==> src/rtl/port_irq_pkg.sv <==
package port_irq_pkg;

    // Word slot within the register window; the order is the address order.
    typedef enum logic [1:0] {
        SLOT_STAT = 2'd0,
        SLOT_MASK = 2'd1,
        SLOT_MSET = 2'd2,
        SLOT_MCLR = 2'd3
    } slot_e;

    typedef struct packed {
        logic  hit;      // address falls on one of the four words
        slot_e slot;     // which word
        logic  stat_w1c; // write strobe: clear latched status bits
        logic  mset;     // write strobe: set mask bits
        logic  mclr;     // write strobe: clear mask bits
    } dec_t;

endpackage

==> src/rtl/port_irq_decode.sv <==
module port_irq_decode
    import port_irq_pkg::*;
#(
    parameter int                ADDR_W   = 12,
    parameter logic [ADDR_W-1:0] BASE_OFF = 12'h100
) (
    input  logic              wr_en,
    input  logic [ADDR_W-1:0] addr,
    output dec_t              dec
);
    localparam int              WORD_W    = ADDR_W - 2;
    localparam logic [WORD_W-1:0] BASE_WORD = BASE_OFF[ADDR_W-1:2];
    localparam logic [WORD_W-1:0] N_WORDS   = WORD_W'(4);

    logic [WORD_W-1:0] word_rel;

    always_comb begin
        dec      = '0;
        word_rel = addr[ADDR_W-1:2] - BASE_WORD;
        if ((addr[1:0] == 2'b00) && (addr[ADDR_W-1:2] >= BASE_WORD)
            && (word_rel < N_WORDS)) begin
            dec.hit      = 1'b1;
            dec.slot     = slot_e'(word_rel[1:0]);
            dec.stat_w1c = wr_en && (dec.slot == SLOT_STAT);
            dec.mset     = wr_en && (dec.slot == SLOT_MSET);
            dec.mclr     = wr_en && (dec.slot == SLOT_MCLR);
        end
    end

endmodule

==> src/rtl/port_irq_mask.sv <==
module port_irq_mask #(
    parameter int W = 32
) (
    input  logic         clk,
    input  logic         rst_n,
    input  logic         set_stb,
    input  logic         clr_stb,
    input  logic [W-1:0] wdata,
    output logic [W-1:0] mask_o
);
    typedef struct packed {
        logic [W-1:0] mask;
    } mstate_t;

    mstate_t st_d, st_q;

    always_comb begin
        st_d = st_q;
        if (set_stb) st_d.mask = st_d.mask | wdata;
        if (clr_stb) st_d.mask = st_d.mask & ~wdata;
    end

    always_ff @(posedge clk) begin
        if (!rst_n) st_q <= '{mask: '1};
        else        st_q <= st_d;
    end

    assign mask_o = st_q.mask;

endmodule

==> src/rtl/port_irq_status.sv <==
module port_irq_status #(
    parameter int W         = 32,
    parameter int NUM_LEVEL = 4
) (
    input  logic         clk,
    input  logic         rst_n,
    input  logic [W-1:0] src_i,
    input  logic         clr_stb,
    input  logic [W-1:0] wdata,
    output logic [W-1:0] stat_o
);
    localparam logic [W-1:0] EDGE_MASK =
        {{(W-NUM_LEVEL){1'b1}}, {NUM_LEVEL{1'b0}}};

    typedef struct packed {
        logic [W-1:0] prev; // source value at the previous edge
        logic [W-1:0] lat;  // latched edge events
    } sstate_t;

    sstate_t      st_d, st_q;
    logic [W-1:0] rise;
    logic [W-1:0] clr_bits;

    always_comb begin
        st_d     = st_q;
        rise     = src_i & ~st_q.prev & EDGE_MASK;
        clr_bits = clr_stb ? wdata : '0;
        st_d.prev = src_i;
        // A new rise outranks a clear issued in the same cycle.
        st_d.lat  = ((st_q.lat & ~clr_bits) | rise) & EDGE_MASK;
    end

    always_ff @(posedge clk) begin
        if (!rst_n) st_q <= '0;
        else        st_q <= st_d;
    end

    for (genvar i = 0; i < W; i++) begin : g_bit
        if (i < NUM_LEVEL) begin : g_level
            assign stat_o[i] = src_i[i];
        end else begin : g_edge
            assign stat_o[i] = st_q.lat[i];
        end
    end

endmodule

==> src/rtl/port_irq_agg.sv <==
module port_irq_agg
    import port_irq_pkg::*;
#(
    parameter int                NUM_SRC   = 32,
    parameter int                NUM_LEVEL = 4,
    parameter int                ADDR_W    = 12,
    parameter logic [ADDR_W-1:0] BASE_OFF  = 12'h100
) (
    input  logic               clk,
    input  logic               rst_n,
    input  logic [NUM_SRC-1:0] src_i,
    input  logic               wr_en,
    input  logic [ADDR_W-1:0]  addr,
    input  logic [NUM_SRC-1:0] wdata,
    output logic [NUM_SRC-1:0] rdata,
    output logic               irq_o
);
    dec_t               dec;
    logic [NUM_SRC-1:0] mask_q;
    logic [NUM_SRC-1:0] stat_vec;

    port_irq_decode #(.ADDR_W(ADDR_W), .BASE_OFF(BASE_OFF)) u_dec (
        .wr_en (wr_en),
        .addr  (addr),
        .dec   (dec)
    );

    port_irq_mask #(.W(NUM_SRC)) u_mask (
        .clk     (clk),
        .rst_n   (rst_n),
        .set_stb (dec.mset),
        .clr_stb (dec.mclr),
        .wdata   (wdata),
        .mask_o  (mask_q)
    );

    port_irq_status #(.W(NUM_SRC), .NUM_LEVEL(NUM_LEVEL)) u_stat (
        .clk     (clk),
        .rst_n   (rst_n),
        .src_i   (src_i),
        .clr_stb (dec.stat_w1c),
        .wdata   (wdata),
        .stat_o  (stat_vec)
    );

    always_comb begin
        rdata = '0;
        if (dec.hit) begin
            if (dec.slot == SLOT_STAT) rdata = stat_vec;
            else                       rdata = mask_q;
        end
    end

    assign irq_o = |(stat_vec & ~mask_q);

endmodule

==> config.mk <==
export PLATFORM = sky130hd
export DESIGN_NAME = port_irq_agg
export DESIGN_NICKNAME = d
export VERILOG_FILES = /design/src/rtl/port_irq_pkg.sv /design/src/rtl/port_irq_decode.sv /design/src/rtl/port_irq_mask.sv /design/src/rtl/port_irq_status.sv /design/src/rtl/port_irq_agg.sv
export SDC_FILE = /design/constraint.sdc
export NUM_CORES = 1
export LEC_CHECK = 0
export ABC_AREA = 0
export BUFFER_PORTS_ARGS = -buffer_cell sky130_fd_sc_hd__buf_2
export CORE_UTILIZATION = 45
export CTS_CLUSTER_DIAMETER = 150
export DETAILED_ROUTE_END_ITERATION = 16
export PLACE_DENSITY_LB_ADDON = 0.25
export SLEW_MARGIN = 20
export SYNTH_ARGS = -nofsm -noshare
export SYNTH_HDL_FRONTEND = slang
export SYNTH_HIERARCHICAL = 1
export SYNTH_SLANG_ARGS = --single-unit
==> constraint.sdc <==
create_clock -name clk -period 3.37 [get_ports clk]
set_clock_uncertainty 0.05 [all_clocks]
set_input_delay 0.674 -clock clk [delete_from_list [all_inputs] [get_ports clk]]
set_output_delay 0.674 -clock clk [all_outputs]
set_load 0.02 [all_outputs]
======== Word level (Yosys, flattened, before mapping) ========
Cells that the tools add are included.
W data, S select, Z words.
storage, ports and cells
  register bits after elaboration ......... 96
  latch bits .............................. 0
  memory bits (writable) .................. 0
  memory bits (read-only) ................. 0
  input port bits ......................... 79
  output and inout bits ................... 33
  word-level logic and storage cells ...... 34
  memories kept ........................... 0
operators by class
  add/sub/neg operators ................... 1
  multiply operators ...................... 0
  div/mod/pow operators ................... 0
  magnitude comparators ................... 2
  equality and inequality tests ........... 2
  shift operators ......................... 0
  mux-type cells .......................... 6
  bitwise gates (word level) .............. 10
  reductions and logical operators ........ 9
operators with widths
  operator                 count
  $mux W32                 5
  $and A32 B32 Y32         4
  $not A32 Y32             4
  $or A32 B32 Y32          2
  $reduce_or A32 Y1        1
  $ge A10 B7 Y1 const B    1
  $lt A10 B3 Y1 const B    1
  $sub A10 B7 Y10 const B  1
  $logic_not A2 Y1         3
  $mux W6                  1
  $logic_and A1 B1 Y1      5
  $eq A2 B2 Y1 const B     2

======== Longest topological paths before layout ========
Gate-level depths: netlist of run 1.
  depth in word-level cells ............... 8
  gate-level depth with buffers ........... 8
  depth with buffers taken out ............ 5

======== Hierarchy ========
Netlist of run 1, hierarchy kept.
modules (own cells, without submodules)
  module           instances  cells each  area an instance (µm²)  seq. area each (µm²)
  port_irq_status  1          212         2208.4                  1121.1
  port_irq_mask    1          137         1229.9                  640.6
  port_irq_agg     1          161         1029.7                  0.0
  port_irq_decode  1          17          142.6                   0.0

======== Least setup slack after synthesis of run 1 ========
No wires, ideal clock.
  kind .................................... input to output
  start point ............................. input addr[9]
  end point ............................... output rdata[0]
  data arrival time ....................... 2341 ps
  data required time ...................... 2646 ps
  setup slack ............................. 305 ps
  stages on the path ...................... 8
  path buffers ............................ 3
  cell sequence ........................... or4b_4 buf_6 nor4_2 or2_1 buf_6 buf_12 nand2_2 a21boi_2
RTL lines
  item         RTL line            source
  from (decl)  port_irq_agg.sv:13  input logic [ADDR_W-1:0] addr,
  to (decl)    port_irq_agg.sv:15  output logic [NUM_SRC-1:0] rdata,

==> results.txt, run 1 <==
CTS tree: yes
Total power: 1.98 mW
Die H: 103 um
Routed Antenna Nets: 0
H-tree depth: 3
Area Growth Syn to Fin: 12.3%
EDFF count, synth: 0
Distinct cells, synth: 33
Most frequent cell after synthesis: dfxtp_1
Post-CTS Setup Bufs: 0
CP peak stage delay: 0.55 ns
Total gr overflow: 0
First-pass iteration count of the detailed router: 4
Rows: 36
Area share of the largest cell type after synthesis: 0.382
GR Util met2: 0.346
# DRC: 0
Util after Layout: 0.525
CP Launch Type: input port
RSZ-0062 raised after global routing: no
Most used cell, CP: buf_2
Syn_nets: 606
Routed len/inst: 14.5 um
Highest ir drop seen on vdd: 0.000191 V
CTS clk-pin slew, worst paths: 0.08 ns
Full die area: 10,700 um^2
Max frequency: 308 MHz
Total track usage: 0.211
Total clock sinks: 88
First-pass GRT wire length: 17,100 um
# diodes: 0
Global routing usage on met3: 0.0531
Port buffer count: 111
WS Path Type: input port to output port
Register area share after synthesis: 0.382
Top cell type by total area after synthesis: dfxtp_1
Syn Std Cell Area: 4610 um^2
Crit-path max FO: 32
Detail Placement HPWL: 7450 um
Met1 Track Usage GR: 0.276
CTS resizes: 0
Clock Path Buffers: 2
Top cells by instance count after synthesis: dfxtp_1 (88), nand2_1 (62), and2_1 (60)
Slew Limit Fails: 0
Critical path capture point type: output port
Period minus WS final: 3.25 ns
Filler cells: 962
Number of global-route vias before repair: 3,446
Syn avg cell area: 8.75 um^2
Synth area leaders: dfxtp_1 (38%), and2_1 (8.1%), a21boi_2 (7.3%), buf_4 (5.7%), and3b_1 (5.3%)
Total CTS buffers: 9
Nets: 672
Max_cap viols: 0
IO Pins: 112
Largest net degree at the start of global routing: 42
Max transition margin: 0.549
Min-delay worst type: flip-flop to flip-flop
Hold Vio Cnt, Final: 0
Cells after Synth: 527
Core ar.: 9860 um^2
Routed WL: 10,600 um
Initial Util: 0.467
Gpl congestion: 0.778
Die W: 103 um
Ys async rst share: 0
Worst-skew pair later-pin latency: 0.36 ns
Share of cells above drive strength 1: 0.395
TNS Setup: 0 ns
Post-route clock period utilization: 0.964
Final setup violation count: 0
Worst-margin pin slew: 0.676 ns
Data required, critical path: 2.65 ns
Warnings from Yosys: 6
Root Driver: clkbuf_8
Initial antenna violation count: 2
Via-per-instance ratio: 5.02
Critical path's slowest cell: or4b_4
Cell chain of the critical path: buf_2 -> or4b_4 -> nor4_2 -> or2_2 -> buf_12 -> nand2_2 -> a21boi_2 -> buf_2
Via count: 3,672
Main synth FF type: dfxtp_1
Pwr Density: 383 nW/um^2
R2R setup slack: 2.51 ns
Critical Path AT: 2.53 ns
LEAKAGE: 2.30 nW
CTS Hold Bufs: 0
Status: complete, no violations
Multi-input logic area: 2260 um^2
Drt initial violations: 110
Reg area: 1760 um^2
Number of synthesized register bits: 88
GR peak layer: met2
==> cell usage in the layout, fill, tap and decap left out, drive strengths merged <==
master	count
a21oi	32
nand3	1
o21ai	32
and2	60
a21boi	32
nor3	1
or4b	1
inv	35
o22ai	16
nand2	92
clkbuf	10
clkinv	4
or2	2
nor4	9
clkinvlp	1
a31o	28
nand4	1
or4	1
nor2	1
dfxtp	88
nand3b	1
buf	121
and3b	28
or3b	1
==> worst max-delay path: cells and delay by family <==
family          cells  cell delay, ns
buf+inv             3            0.50
compound gates      1            0.17
simple gates        4            1.15
==> registers in the layout, indices dropped and copies added, names as in the netlist <==
signal	flops
u_stat/st_q	28
u_mask/mask_o	32
u_stat/stat_o	28
==> final cells by class <==
class,count,share of cell area
Clock buffer,10,0.0266
Clock inverter,6,0.00846
Inverter,34,0.0247
Multi-Input combinational cell,339,0.436
Sequential cell,88,0.340
Tap cell,133,0.0321
Timing Repair Buffer,121,0.131
==> metal layers <==
layer  share of wire  vias up  routed length (um)
li1                -     1873                   -
met1            0.46     1661                4890
met2            0.46      122                4890
met3           0.063       14                 668
met4           0.011        2                 121
met5          0.0012        -                  13
==> kinds of logic after synthesis <==
group                  Yosys count  synth area share
and+or+nand+nor                199             0.261
buffers and inverters          100             0.135
DFF                             88             0.382
AOI/OAI and AO/OA              140             0.223
==> power by group <==
| part | switching [mW] | internal [mW] |
|---|---|---|
| Combinational | 0.0910 | 0.0972 |
| Clock | 0.386 | 0.291 |
| Sequential | 0.0301 | 1.09 |
==> per-stage QoR <==
stage	instance area [um^2]	setup WS (ns)	instances	hold slack (ns)
after floorplan	4610	0.305	527	0.400
after global placement	4990	0.156	715	0.446
after detailed placement	4990	0.143	715	0.450
after CTS	5180	0.142	731	0.454
after global routing	5180	0.00703	731	0.445
final	5180	0.120	731	0.466
==> worst paths after layout <==
check,startpoint,endpoint,cells after the start
worst max-delay path,addr[9],rdata[17],8
worst min-delay path,u_stat/stat_o[27],u_stat/stat_o[27],1
worst max register to register,u_stat/st_q[44],u_stat/stat_o[12],2
worst min register to register,u_stat/stat_o[27],u_stat/stat_o[27],1
Note: power is estimated with default switching activity, not from simulation.
==> run 2: changes to the inputs <==
--- a/config.mk
+++ b/config.mk
@@ -10,7 +10,9 @@
 export CORE_UTILIZATION = 45
 export CTS_CLUSTER_DIAMETER = 150
 export DETAILED_ROUTE_END_ITERATION = 16
+export HOLD_SLACK_MARGIN = 0.03
 export PLACE_DENSITY_LB_ADDON = 0.25
+export SETUP_SLACK_MARGIN = 0.15
 export SLEW_MARGIN = 20
 export SYNTH_ARGS = -nofsm -noshare
 export SYNTH_HDL_FRONTEND = slang
==> run 2 against run 1 <==
  * Final cell count is 0.27% higher
  * Clock-buffer cell count stayed put
  * Core utilization is 0.99 points higher
  * Maximum frequency is 1.8% higher
  * Critical path depth stayed put
  * Largest cell class unchanged
==> results.txt, run 2 (synthesis gave the netlist of run 1 again) <==
Drt initial violations: 118 (was 110)
Total clock sinks: 88 (unchanged)
Highest ir drop seen on vdd: 0.000192 V (was 0.000191 V)
Via-per-instance ratio: 5.05 (was 5.02)
First-pass iteration count of the detailed router: 4 (unchanged)
Largest net degree at the start of global routing: 42 (unchanged)
Initial antenna violation count: 2 (unchanged)
Reg2Reg Depth: 2 (unchanged)
Root Driver: clkbuf_8 (unchanged)
Design Area, Final: 5270 um^2 (was 5180 um^2)
Multi-input logic area: 2280 um^2 (was 2260 um^2)
Placed cells: 715 (unchanged)
Full die area: 10,700 um^2 (unchanged)
CP Launch Type: input port (unchanged)
Pwr Density: 377 nW/um^2 (was 383 nW/um^2)
Data required, critical path: 2.65 ns (about the same)
Worst-skew pair later-pin latency: 0.37 ns (was 0.36 ns)
Detail Placement HPWL: 7450 um (unchanged)
Max_cap viols: 0 (unchanged)
Routed len/inst: 14.9 um (was 14.5 um)
Port buffer count: 111 (unchanged)
Worst-margin pin slew: 0.677 ns (was 0.676 ns)
Gpl congestion: 0.778 (unchanged)
Clock Path Buffers: 2 (unchanged)
Area Growth Syn to Fin: 14.4% (was 12.3%)
Crit-path max FO: 16 (was 32)
Critical Path AT: 2.47 ns (was 2.53 ns)
Total gr overflow: 0 (unchanged)
Total CTS buffers: 9 (unchanged)
Routed Antenna Nets: 0 (unchanged)
Commonest non-fill, non-tap cell in the layout: buf_2 (unchanged)
Filler cells: 955 (was 962)
RSZ-0062 raised after global routing: yes (was no)
Hold Vio Cnt, Final: 0 (unchanged)
TNS Setup: 0 ns (unchanged)
FF-to-FF End: u_stat/stat_o[12] (unchanged)
Routed WL: 10,900 um (was 10,600 um)
# DRC: 0 (unchanged)
Total track usage: 0.211 (unchanged)
Critical path capture point type: output port (unchanged)
IO Pins: 112 (unchanged)
CTS Hold Bufs: 0 (unchanged)
Core ar.: 9860 um^2 (unchanged)
Status: complete, no violations (unchanged)
Max frequency: 313 MHz (was 308 MHz)
CTS tree: yes (unchanged)
Max reg flops: 32 (unchanged)
Worst r2r src: u_stat/st_q[44] (unchanged)
LEAKAGE: 2.32 nW (was 2.30 nW)
Post-route clock period utilization: 0.947 (was 0.964)
H-tree depth: 3 (unchanged)
WS Path Type: input port to output port (unchanged)
Share of cells above drive strength 1: 0.397 (was 0.395)
Slew Limit Fails: 0 (unchanged)
Max transition margin: 0.548 (was 0.549)
Hold Path End: u_stat/st_q[52] (was u_stat/stat_o[27])
Die W: 103 um (unchanged)
Most frequent cells in the layout: buf_2 (93), dfxtp_1 (88), nand2_1 (62) (was buf_2 (111), dfxtp_1 (88), nand2_1 (62))
Min-delay worst type: input port to flip-flop (was flip-flop to flip-flop)
Rows: 36 (unchanged)
Post-DP Area: 4990 um^2 (unchanged)
First-pass GRT wire length: 17,100 um (unchanged)
# diodes: 0 (unchanged)
Worst hold path startpoint: src_i[20] (was u_stat/stat_o[27])
Reg area: 1760 um^2 (unchanged)
Die H: 103 um (unchanged)
Final setup violation count: 0 (unchanged)
Hold path depth: 2 (was 1)
Nets: 674 (was 672)
Initial Util: 0.467 (unchanged)
Period minus WS final: 3.19 ns (was 3.25 ns)
Final std cells w/o fill: 733 (was 731)
Number of global-route vias before repair: 3,445 (was 3,446)
R2R setup slack: 2.52 ns (was 2.51 ns)
Via count: 3,698 (was 3,672)
CTS clk-pin slew, worst paths: 0.10 ns (was 0.08 ns)
==> run 2: through the flow <==
stage	hold slack, ns	setup WS [ns]	util	total power, mW
2_1_floorplan	0.400	0.305	-	1.29
3_3_place_gp	0.446	0.156	0.506	1.33
3_5_place_dp	0.450	0.143	0.506	1.33
4_1_cts	0.454	0.142	0.525	2.01
5_1_grt	0.445	0.0928	0.535	2.09
6_report	0.465	0.177	0.535	1.99
==> run 2: layer usage <==
layer / track usage / part of all wire / vias to the layer above
met1: 0.276 / 0.46 / 1697
met4: 0.0607 / 0.014 / 2
met3: 0.0531 / 0.060 / 16
met2: 0.346 / 0.46 / 106
met5: 0 / 0.0012 / -
li1: - / - / 1877
==> run 2: how the worst max path moves through the flow <==
stage / depth (start not counted) / from / end
after global routing: 8 / addr[9] / rdata[16]
after CTS: 8 / addr[9] / rdata[22]
after floorplan: 8 / addr[9] / rdata[0]
after detailed placement: 8 / addr[9] / rdata[22]
after global placement: 8 / addr[9] / rdata[17]
final: 8 / addr[9] / rdata[30]
==> run 2: area by class of cell <==
cell class | instances | area share
Multi-Input combinational cell | 339 | 0.432
Inverter | 34 | 0.0242
Timing Repair Buffer | 123 | 0.144
Sequential cell | 88 | 0.334
Clock buffer | 10 | 0.0261
Clock inverter | 6 | 0.00830
Tap cell | 133 | 0.0316
==> run 2: report_power, final <==
part / internal, mW / leakage [nW] / switching [mW] / total (mW)
Combinational: 0.0975 / 1.50 / 0.0928 / 0.190
Sequential: 1.09 / 0.727 / 0.0302 / 1.12
Clock: 0.291 / 0.0926 / 0.390 / 0.680
==> run 2: worst max-delay path: stages <==
cell and delay [ns]:
buf_2 0.09, or4b_4 0.57, nor4_4 0.31, or2_4 0.21, clkbuf_16 0.21, nand2_1 0.07
a21boi_1 0.14, buf_2 0.18
==> run 2: what timing repair did <==
item,4_1_cts,5_1_grt
cloned,0,1
setup buffers,0,1
pin swaps,0,2
resized for setup,0,21
endpoints found under the setup margin,5,32
==> run 3: changes to the inputs <==
--- a/config.mk
+++ b/config.mk
@@ -6,12 +6,12 @@
 export NUM_CORES = 1
 export LEC_CHECK = 0
 export ABC_AREA = 0
-export BUFFER_PORTS_ARGS = -buffer_cell sky130_fd_sc_hd__buf_2
+export BUFFER_PORTS_ARGS = -buffer_cell sky130_fd_sc_hd__clkbuf_2
 export CORE_UTILIZATION = 45
 export CTS_CLUSTER_DIAMETER = 150
 export DETAILED_ROUTE_END_ITERATION = 16
 export HOLD_SLACK_MARGIN = 0.03
-export PLACE_DENSITY_LB_ADDON = 0.25
+export PLACE_DENSITY = 0.81
 export SETUP_SLACK_MARGIN = 0.15
 export SLEW_MARGIN = 20
 export SYNTH_ARGS = -nofsm -noshare
==> run 3 against run 2 <==
  * Final cell count up 0.27%
  * First-iteration DRC count up 29%
  * Clock power up 6.6%
  * Sequential power about the same
  * Global-route usage up 0.082 points
  * Maximum frequency up 0.25%
  * Highest routed layer is now met4
==> results.txt, run 3 (synthesis gave the netlist of run 1 again) <==
Status: complete, no violations (unchanged)
Share of cells above drive strength 1: 0.400 (was 0.397)
Slew Limit Fails: 0 (unchanged)
Detail Placement HPWL: 7900 um (was 7450 um)
Post-route clock period utilization: 0.945 (was 0.947)
Commonest non-fill, non-tap cell in the layout: clkbuf_2 (was buf_2)
CTS Hold Bufs: 0 (unchanged)
# diodes: 0 (unchanged)
Highest ir drop seen on vdd: 0.000172 V (was 0.000192 V)
Post-DP Area: 4990 um^2 (about the same)
Reg2Reg Depth: 2 (unchanged)
Initial Util: 0.467 (unchanged)
Full die area: 10,700 um^2 (unchanged)
Clock Path Buffers: 2 (unchanged)
CP Launch Type: input port (unchanged)
CTS clk-pin slew, worst paths: 0.10 ns (about the same)
FF-to-FF End: u_stat/stat_o[7] (was u_stat/stat_o[12])
Routed len/inst: 15.6 um (was 14.9 um)
Pwr Density: 386 nW/um^2 (was 377 nW/um^2)
Most frequent cells in the layout: clkbuf_2 (91), dfxtp_1 (88), nand2_1 (62) (was buf_2 (93), dfxtp_1 (88), nand2_1 (62))
Drt initial violations: 152 (was 118)
LEAKAGE: 2.34 nW (was 2.32 nW)
Crit-path max FO: 11 (was 16)
Total gr overflow: 0 (unchanged)
Final setup violation count: 0 (unchanged)
RSZ-0062 raised after global routing: yes (unchanged)
Max_cap viols: 0 (unchanged)
Min-delay worst type: input port to flip-flop (unchanged)
Util after Layout: 0.535 (unchanged)
Largest net degree at the start of global routing: 73 (was 42)
Gpl congestion: 0.803 (was 0.778)
IO Pins: 112 (unchanged)
Via-per-instance ratio: 5.25 (was 5.05)
Nets: 676 (was 674)
Max transition margin: 0.594 (was 0.548)
H-tree depth: 3 (unchanged)
Worst-margin pin slew: 0.609 ns (was 0.677 ns)
Setup slack after layout: 0.185 ns (was 0.177 ns)
CTS tree: yes (unchanged)
Core ar.: 9860 um^2 (unchanged)
Max reg flops: 32 (unchanged)
First-pass iteration count of the detailed router: 4 (unchanged)
Post-place setup slack: 0.121 ns (was 0.143 ns)
Critical path capture point type: output port (unchanged)
Worst r2r src: u_stat/st_q[39] (was u_stat/st_q[44])
Routed WL: 11,500 um (was 10,900 um)
Period minus WS final: 3.18 ns (was 3.19 ns)
Die W: 103 um (unchanged)
# DRC: 0 (unchanged)
WS Path Type: input port to output port (unchanged)
First-pass GRT wire length: 17,100 um (about the same)
Routed Antenna Nets: 0 (unchanged)
Worst-skew pair later-pin latency: 0.37 ns (about the same)
Total clock sinks: 88 (unchanged)
Data required, critical path: 2.65 ns (about the same)
TNS Setup: 0 ns (unchanged)
Hold Path End: u_stat/st_q[60] (was u_stat/st_q[52])
Hold Vio Cnt, Final: 0 (unchanged)
Via count: 3,857 (was 3,698)
Max frequency: 314 MHz (was 313 MHz)
Final hold slack: 0.466 ns (was 0.465 ns)
Die H: 103 um (unchanged)
Total track usage: 0.212 (was 0.211)
R2R setup slack: 2.49 ns (was 2.52 ns)
Initial antenna violation count: 0 (was 2)
Worst hold path startpoint: src_i[28] (was src_i[20])
Critical Path AT: 2.46 ns (was 2.47 ns)
Port buffer count: 111 (unchanged)
Area Growth Syn to Fin: 14.4% (unchanged)
Total CTS buffers: 9 (unchanged)
Design Area, Final: 5270 um^2 (unchanged)
Filler cells: 909 (was 955)
Hold path depth: 2 (unchanged)
Rows: 36 (unchanged)
Root Driver: clkbuf_8 (unchanged)
Number of global-route vias before repair: 3,612 (was 3,445)
## run 3: cell types whose count changed in the layout (fill, tap and decap cells not counted), sizes merged
cell | before | now
buf | 122 | 33
clkbuf | 11 | 101
clkinv | 4 | 3
inv | 35 | 37
## run 3: how the worst max path moves through the flow
| stage | from | endpoint | slack, ns | cells past startpoint |
|---|---|---|---|---|
| after floorplan | addr[9] | rdata[0] | 0.30 | 8 |
| after global placement | addr[9] | rdata[12] | 0.17 | 8 |
| after detailed placement | addr[9] | rdata[12] | 0.12 | 8 |
| after CTS | addr[9] | rdata[12] | 0.15 | 8 |
| after global routing | addr[9] | rdata[8] | 0.11 | 8 |
| final | addr[9] | rdata[12] | 0.19 | 8 |
## run 3: repair_timing
item,in CTS,in global routing
setup buffers,0,0
setup endpoints to repair,5,20
gates cloned,0,1
gates resized for setup,4,31
pin swaps,0,1
## run 3: where the power goes
group          internal (mW)  switching (mW)
logic                 0.0963          0.0946
registers               1.09          0.0303
clock network          0.292           0.433
## run 3: metal layers
metal  part of all wire  global-route usage  up-vias  wire length [um]
li1                   -                   -     1878                 -
met2               0.48               0.367      162              5510
met3              0.088              0.0410       16              1000
met1               0.41               0.259     1801              4750
met5                  0                   0        -                 0
met4              0.017              0.0878        0               200
## run 3: worst max-delay path, stage by stage
cell and delay, ns:
clkbuf_2 0.08, or4b_4 0.57, nor4_4 0.31, or2_4 0.24, buf_12 0.17, nand2_2 0.07, a21boi_2 0.18, buf_4 0.17
## run 3: cell type report
cell class	count	area, um^2	area share
clock buffers	9	124	0.0235
repair buffers	125	731	0.139
multi-input cells	339	2290	0.434
well taps	133	166	0.0316
flip-flops and latches	88	1760	0.334
clock inverters	7	75.1	0.0142
inverters	34	128	0.0242
## run 3: metrics by stage
step / cells / power (mW)
2_1_floorplan: 527 / 1.29
3_3_place_gp: 718 / 1.32
3_5_place_dp: 718 / 1.33
4_1_cts: 734 / 2.05
5_1_grt: 735 / 2.13
6_report: 735 / 2.04
